**config.mk**
```make
export PLATFORM = sky130hd
export DESIGN_NAME = kbd_encoder
export DESIGN_NICKNAME = d
export VERILOG_FILES = /design/src/rtl/kbd_pkg.sv /design/src/rtl/kbd_scan_timer.sv /design/src/rtl/kbd_debounce.sv /design/src/rtl/kbd_fifo.sv /design/src/rtl/kbd_encoder.sv
export SDC_FILE = /design/constraint.sdc
export NUM_CORES = 1
export LEC_CHECK = 0
export BUFFER_PORTS_ARGS = -buffer_cell sky130_fd_sc_hd__buf_2
export CORE_UTILIZATION = 65
export DETAILED_ROUTE_END_ITERATION = 10
export PLACE_DENSITY = 0.92
export SETUP_SLACK_MARGIN = 0.5
export SYNTH_ARGS = -nofsm -noshare
export SYNTH_HDL_FRONTEND = slang
export SYNTH_SLANG_ARGS = --single-unit
```
**constraint.sdc**
```tcl
create_clock -name clk -period 9.57 [get_ports clk]
set_clock_uncertainty 0.15 [all_clocks]
set_input_delay 0.4785 -clock clk [delete_from_list [all_inputs] [get_ports clk]]
set_output_delay 0.4785 -clock clk [all_outputs]
set_load 0.005 [all_outputs]
```
**src/rtl/kbd_pkg.sv**
```systemverilog
package kbd_pkg;
  typedef enum logic {
    SEL_DATA   = 1'b0,
    SEL_STATUS = 1'b1
  } rd_sel_e;
endpackage

```
**src/rtl/kbd_scan_timer.sv**
```systemverilog
module kbd_scan_timer #(
  parameter int ROWS     = 8,
  parameter int TICK_DIV = 64,
  parameter int SCAN_W   = 4,
  localparam int ROW_W   = $clog2(ROWS),
  localparam int DIV_W   = $clog2(TICK_DIV)
) (
  input  logic              clk,
  input  logic              rst,
  input  logic              decoded,
  output logic              tick,
  output logic [ROW_W-1:0]  row,
  output logic [SCAN_W-1:0] scan
);
  logic [DIV_W-1:0] div_q;
  logic [ROW_W-1:0] last_row;
  logic [SCAN_W-1:0] pattern;

  // scan step ends on the last divider cycle
  assign tick     = (div_q == DIV_W'(TICK_DIV - 1));
  assign last_row = decoded ? ROW_W'(3) : ROW_W'(ROWS - 1);

  always_comb begin
    if (decoded) pattern = SCAN_W'(1) << row[1:0];
    else         pattern = SCAN_W'(row);
  end

  always_ff @(posedge clk) begin
    if (rst) begin
      div_q <= '0;
      row   <= '0;
      scan  <= '0;
    end else begin
      div_q <= tick ? '0 : div_q + 1'b1;
      if (tick) row <= (row >= last_row) ? '0 : row + 1'b1;
      scan <= pattern;
    end
  end
endmodule

```
**src/rtl/kbd_debounce.sv**
```systemverilog
module kbd_debounce #(
  parameter int ROWS = 8,
  parameter int COLS = 8,
  localparam int ROW_W  = $clog2(ROWS),
  localparam int COL_W  = $clog2(COLS),
  localparam int CODE_W = 2 + ROW_W + COL_W
) (
  input  logic              clk,
  input  logic              rst,
  input  logic              tick,
  input  logic [ROW_W-1:0]  row,
  input  logic [COLS-1:0]   ret,
  input  logic              shift,
  input  logic              ctrl,
  output logic              push,
  output logic [CODE_W-1:0] code
);
  logic [COLS-1:0]  seen_q [ROWS];
  logic [COLS-1:0]  rep_q  [ROWS];
  logic [COLS-1:0]  hit, grant;
  logic [COL_W-1:0] sel;
  logic             any;

  // confirmed on this visit and not yet reported
  always_comb begin
    hit = ret & seen_q[row] & ~rep_q[row];
    any = |hit;
    sel = '0;
    for (int c = COLS - 1; c >= 0; c--) begin
      if (hit[c]) sel = COL_W'(c);
    end
    grant = any ? (COLS'(1) << sel) : '0;
  end

  always_ff @(posedge clk) begin
    if (rst) begin
      for (int r = 0; r < ROWS; r++) begin
        seen_q[r] <= '0;
        rep_q[r]  <= '0;
      end
      push <= 1'b0;
      code <= '0;
    end else begin
      push <= 1'b0;
      if (tick) begin
        seen_q[row] <= ret;
        rep_q[row]  <= (rep_q[row] | grant) & ret;
        push        <= any;
        code        <= {ctrl, shift, row, sel};
      end
    end
  end
endmodule

```
**src/rtl/kbd_fifo.sv**
```systemverilog
module kbd_fifo #(
  parameter int W     = 8,
  parameter int DEPTH = 8,
  localparam int PTR_W = $clog2(DEPTH),
  localparam int CNT_W = $clog2(DEPTH + 1)
) (
  input  logic             clk,
  input  logic             rst,
  input  logic             push,
  input  logic [W-1:0]     din,
  input  logic             pop,
  output logic [W-1:0]     dout,
  output logic [CNT_W-1:0] count,
  output logic             full,
  output logic             empty,
  output logic             drop
);
  logic [W-1:0]     mem [DEPTH];
  logic [PTR_W-1:0] wptr, rptr;
  logic             wr_ok, rd_ok;

  assign full  = (count == CNT_W'(DEPTH));
  assign empty = (count == '0);
  assign wr_ok = push & ~full;
  assign rd_ok = pop & ~empty;
  assign drop  = push & full;

  // storage without reset, registered read port
  always_ff @(posedge clk) begin
    if (wr_ok) mem[wptr] <= din;
    if (rd_ok) dout <= mem[rptr];
  end

  always_ff @(posedge clk) begin
    if (rst) begin
      wptr  <= '0;
      rptr  <= '0;
      count <= '0;
    end else begin
      if (wr_ok) wptr <= (wptr == PTR_W'(DEPTH - 1)) ? '0 : wptr + 1'b1;
      if (rd_ok) rptr <= (rptr == PTR_W'(DEPTH - 1)) ? '0 : rptr + 1'b1;
      case ({wr_ok, rd_ok})
        2'b10:   count <= count + 1'b1;
        2'b01:   count <= count - 1'b1;
        default: count <= count;
      endcase
    end
  end
endmodule

```
**src/rtl/kbd_encoder.sv**
```systemverilog
module kbd_encoder
  import kbd_pkg::*;
#(
  parameter int ROWS     = 8,
  parameter int COLS     = 8,
  parameter int DEPTH    = 8,
  parameter int TICK_DIV = 64,
  localparam int ROW_W   = $clog2(ROWS),
  localparam int COL_W   = $clog2(COLS),
  localparam int CODE_W  = 2 + ROW_W + COL_W,
  localparam int SCAN_W  = (ROW_W > 4) ? ROW_W : 4,
  localparam int CNT_W   = $clog2(DEPTH + 1)
) (
  input  logic              clk,
  input  logic              rst,
  input  logic              scan_decoded_i,
  output logic [SCAN_W-1:0] scan_o,
  input  logic [COLS-1:0]   ret_i,
  input  logic              shift_i,
  input  logic              ctrl_i,
  input  logic              rd_stb_i,
  input  logic              rd_addr_i,
  output logic [CODE_W-1:0] rd_data_o,
  output logic              irq_o
);
  logic              tick;
  logic [ROW_W-1:0]  row;
  logic              key_push;
  logic [CODE_W-1:0] key_code;
  logic              pop, stat_rd;
  logic [CODE_W-1:0] fifo_dout;
  logic [CNT_W-1:0]  fifo_cnt;
  logic              fifo_full, fifo_empty, fifo_drop;
  logic              ovr_q, sel_q, zero_q;
  logic [CODE_W-1:0] stat_q;

  kbd_scan_timer #(.ROWS(ROWS), .TICK_DIV(TICK_DIV), .SCAN_W(SCAN_W)) u_scan (
    .clk(clk), .rst(rst), .decoded(scan_decoded_i),
    .tick(tick), .row(row), .scan(scan_o)
  );

  kbd_debounce #(.ROWS(ROWS), .COLS(COLS)) u_deb (
    .clk(clk), .rst(rst), .tick(tick), .row(row), .ret(ret_i),
    .shift(shift_i), .ctrl(ctrl_i), .push(key_push), .code(key_code)
  );

  kbd_fifo #(.W(CODE_W), .DEPTH(DEPTH)) u_fifo (
    .clk(clk), .rst(rst), .push(key_push), .din(key_code), .pop(pop),
    .dout(fifo_dout), .count(fifo_cnt), .full(fifo_full),
    .empty(fifo_empty), .drop(fifo_drop)
  );

  assign pop     = rd_stb_i & (rd_addr_i == SEL_DATA);
  assign stat_rd = rd_stb_i & (rd_addr_i == SEL_STATUS);

  always_ff @(posedge clk) begin
    if (rst) begin
      ovr_q  <= 1'b0;
      sel_q  <= SEL_DATA;
      zero_q <= 1'b1;
      stat_q <= '0;
      irq_o  <= 1'b0;
    end else begin
      irq_o <= ~fifo_empty;
      // a discard in the same cycle as a status read wins
      ovr_q <= fifo_drop | (ovr_q & ~stat_rd);
      if (rd_stb_i) sel_q <= rd_addr_i;
      if (stat_rd)  stat_q <= {ovr_q, fifo_full, (CODE_W - 2)'(fifo_cnt)};
      if (pop)      zero_q <= fifo_empty;
    end
  end

  assign rd_data_o = sel_q ? stat_q : (zero_q ? '0 : fifo_dout);
endmodule

```
==> results.md <==
* Result of the run: completed
* Maximum number of pins on one net before global-route repair at 44
* Num rows at 46
* Post-route setup TNS at 0 ps
* Required time at the worst-slack endpoint at 9550 ps
* Mean instance size in the synthesized netlist at 14.7 sq um
* Effective utilization at floorplan at between 60% and 70%
* Setup Fix Bufs, Post-CTS at 0
* Post-route total power at between 2 and 2.5 mW
* Highest clock rate at 261 MHz
* Number of cells traversed by the worst register-to-register path at 6
* Detailed-route via count at 6603
* Top-Level Pins at 28
* Signed area change from the synthesized netlist to the final layout at 9.66%
* Cell-by-cell listing of the critical path: ha_1 -> and3_1 -> nand3_1 -> nor2_1 -> nand3_1 -> nand2_1
* Full die area at 17000 sq um
* Kind of path behind the tightest hold check: in2reg
* Number of antenna repair diodes at 0
* Max Cap Viol at 0
* First-pass GRT wire length at approximately 37000 microns
* GRT overflow at 0
* Top library cells by usage in the layout, fill and taps aside: edfxtp_1 (200), nor2_1 (89), dfxtp_1 (44)
* Count of flip-flops with a built-in enable after synthesis at 200
* Number of nets in the final layout at roughly 780
* Async set-reset flop share out of synthesis at 0%
* Largest stage delay on the critical path at 760 ps
* Unrepaired setup endpoints after global routing: no
* Post-place instance area at 11000 sq um
* Maximum VDD drop at ~180 uV
* Library cell appearing most often on the critical path: nand3_1
* Total of cells resized after clock tree synthesis at 0
* Register bit count reported by yosys at 245
* H-tree depth reported by CTS at 1
* Slack of the worst reg-to-reg path at around 5700 ps
* Count of unresolved DRC violations after routing at 0
* Synth cell types at 64
* Post-DR wirelength/cell at 24.8 microns
* Critical setup path kind: reg2reg
* Reg-to-reg critical path startpoint: u_scan.div_q[0]$_SDFF_PP0_
* Critical Path End Type: flip-flop
* Die Wd at 130 microns
* Clock tree from TritonCTS: built
* Core area at 16000 sq um
* Leakage at roughly 4.1 nW
* Transition time at the pin with the least slew margin at 1190 ps
* Worst-Skew Late Latency at 520 ps
* Slowest stage cell on the critical path: nand2_1
* Wire length after detailed routing at 24400 microns
* Number of antenna violations at the first check in global routing at 1
* Worst Path Arrival at 3810 ps
* Die extent in y at 130 microns
* Clock input transition at the sequential cells of the worst setup and hold paths at 60 ps
* Cell depth of the worst min-delay path at 3
* Sequential area share after synthesis at 64.4%
* Total nets after synthesis at 759
* Number of instances in the synthesized netlist at 730
* Global routing usage summed across all routing layers at 29.9%
* Summed instance area of the synthesized netlist at 10700 sq um
* Routed via count divided by cell count at 6.71
* Count of final hold-check violations at 0
* Normalized max-slew margin at about 21%
* Launch instance of the worst min-delay path: ctrl_i
* Total of endpoints with negative setup slack in the final report at 0
* Number of antenna-violating nets in the routed design at 0
* Fin crit period at 3830 ps
* Clock buffers created by TritonCTS at 24
* Half-perimeter wire length of the detailed placement result at 15700 microns
* Clock Sinks at 245
* Quantity of I/O buffers inserted on ports at 27
* Share of layout cells above drive strength 1 at 18.5%
* Most common library cell in the layout ignoring fill and taps: edfxtp_1
* Share of the clock period used by the worst path at around 40%
* Power density over the cells at 185 nW/um^2
* Number of global-route vias before repair at 6553
* Number of warnings reported in the yosys synthesis log at 0
* Worst hold slack at 76.6 ps
* Critical path launch point type: flip-flop
* Final slew viol count at 0
* Terminus of the critical flop-to-flop path: u_deb.seen_q[3][5]$_SDFFCE_PN0P_
* Ys flop type: edfxtp_1
* Number of DRC markers in iteration 0 at approximately 850
* Post-Layout Inst Area at ~12000 sq um
* Terminating pin of the worst hold path: u_deb.code[7]$_SDFFE_PP0N_
* Root buffer selected by CTS: clkbuf_16
* Post-cts hold buffer count at 0
* Maximum buffer depth of the clock tree at 3
* Detailed Routing Iterations Pass 1 at 6
* Worst-path maximum fanout at 17
* Weighted congestion reported at the end of routability-driven placement at ~0.96
## per-stage QoR
step | utilization (%) | setup WS, ps | instances
detailed placement | 68.6 | 5990 | 940
floorplan | - | 6130 | 730
global route | 73.5 | 5590 | 984
finish | 73.5 | 5740 | 984
global placement | 68.6 | 6160 | 940
CTS | 73.5 | 5880 | 984
## critical path: cells and delay by family, from the launching register on
kind / cells / cell delay [ps]
DFF: 1 / 360
and+or+nand+nor: 5 / 2690
adders and majority gates: 1 / 240
## synth_stat cells, types with 14 or more instances
cell type | count | area [sq um]
nor3_1 | 15 | 75.1
nand2_1 | 41 | 154
dfxtp_1 | 45 | 901
a211oi_1 | 14 | 105
clkbuf_1 | 24 | 90.1
nor2_1 | 89 | 334
mux2_2 | 14 | 158
nand3_1 | 17 | 85.1
edfxtp_1 | 200 | 6010
a21oi_1 | 24 | 120
and2_1 | 39 | 244
mux4_2 | 37 | 833
## worst max path at each step
stage / from / end / slack, ps / depth (start not counted)
4_1_cts: u_scan.div_q[0]$_SDFF_PP0_ / u_deb.seen_q[3][0]$_SDFFCE_PN0P_ / 5880 / 6
3_3_place_gp: u_scan.div_q[0]$_SDFF_PP0_ / u_deb.seen_q[3][2]$_SDFFCE_PN0P_ / 6160 / 6
3_5_place_dp: u_scan.div_q[0]$_SDFF_PP0_ / u_deb.seen_q[3][5]$_SDFFCE_PN0P_ / 5990 / 6
5_1_grt: u_scan.div_q[0]$_SDFF_PP0_ / u_deb.seen_q[3][1]$_SDFFCE_PN0P_ / 5590 / 6
2_1_floorplan: rd_stb_i / u_fifo.count[3]$_SDFFE_PP0P_ / 6130 / 9
6_report: u_scan.div_q[0]$_SDFF_PP0_ / u_deb.seen_q[3][5]$_SDFFCE_PN0P_ / 5740 / 6
## power breakdown
part	switching, mW	internal, mW
logic	0.0456	0.0174
clock network	0.390	0.550
registers	0.00890	1.17
## final cells by class
class                      instances  area, sq um
multi-input combinational        431         3550
fill                             943         4240
inverter                          13         48.8
timing repair buffer              35          195
tap                              216          270
clock inverter                     7         63.8
clock buffer                      37          724
sequential                       245         6910
## per-layer routing
metal	GRT usage, %	vias up	wire [microns]	part of all wire, %
li1	-	2811	-	-
met1	39.4	3224	8890	36
met2	48.1	478	11800	48
met3	7.04	88	2690	11
met4	13.7	2	977	4.0
met5	0	-	8	0.033
## sequential cells by signal, indices dropped and copies added, names as in the netlist, named ones only
register,count
sel_q,1
u_scan.div_q,6
u_fifo.mem,64
zero_q,1
irq_o,1
u_deb.push,1
ovr_q,1
stat_q,6
u_fifo.count,4
u_deb.rep_q,64
u_scan.scan,4
u_fifo.rptr,3
u_fifo.wptr,3
u_scan.row,3
u_fifo.dout,8
u_deb.seen_q,64
u_deb.code,8
## cell families after synthesis
group	Yosys count	synth area share, %
flops	245	64.4
fa+ha+maj	14	1.70
simple gates	249	11.6
buf+inv	54	2.54
xor+xnor	7	0.572
compound gates	89	6.25
mux	72	12.9
(Power assumes the default switching activity.)
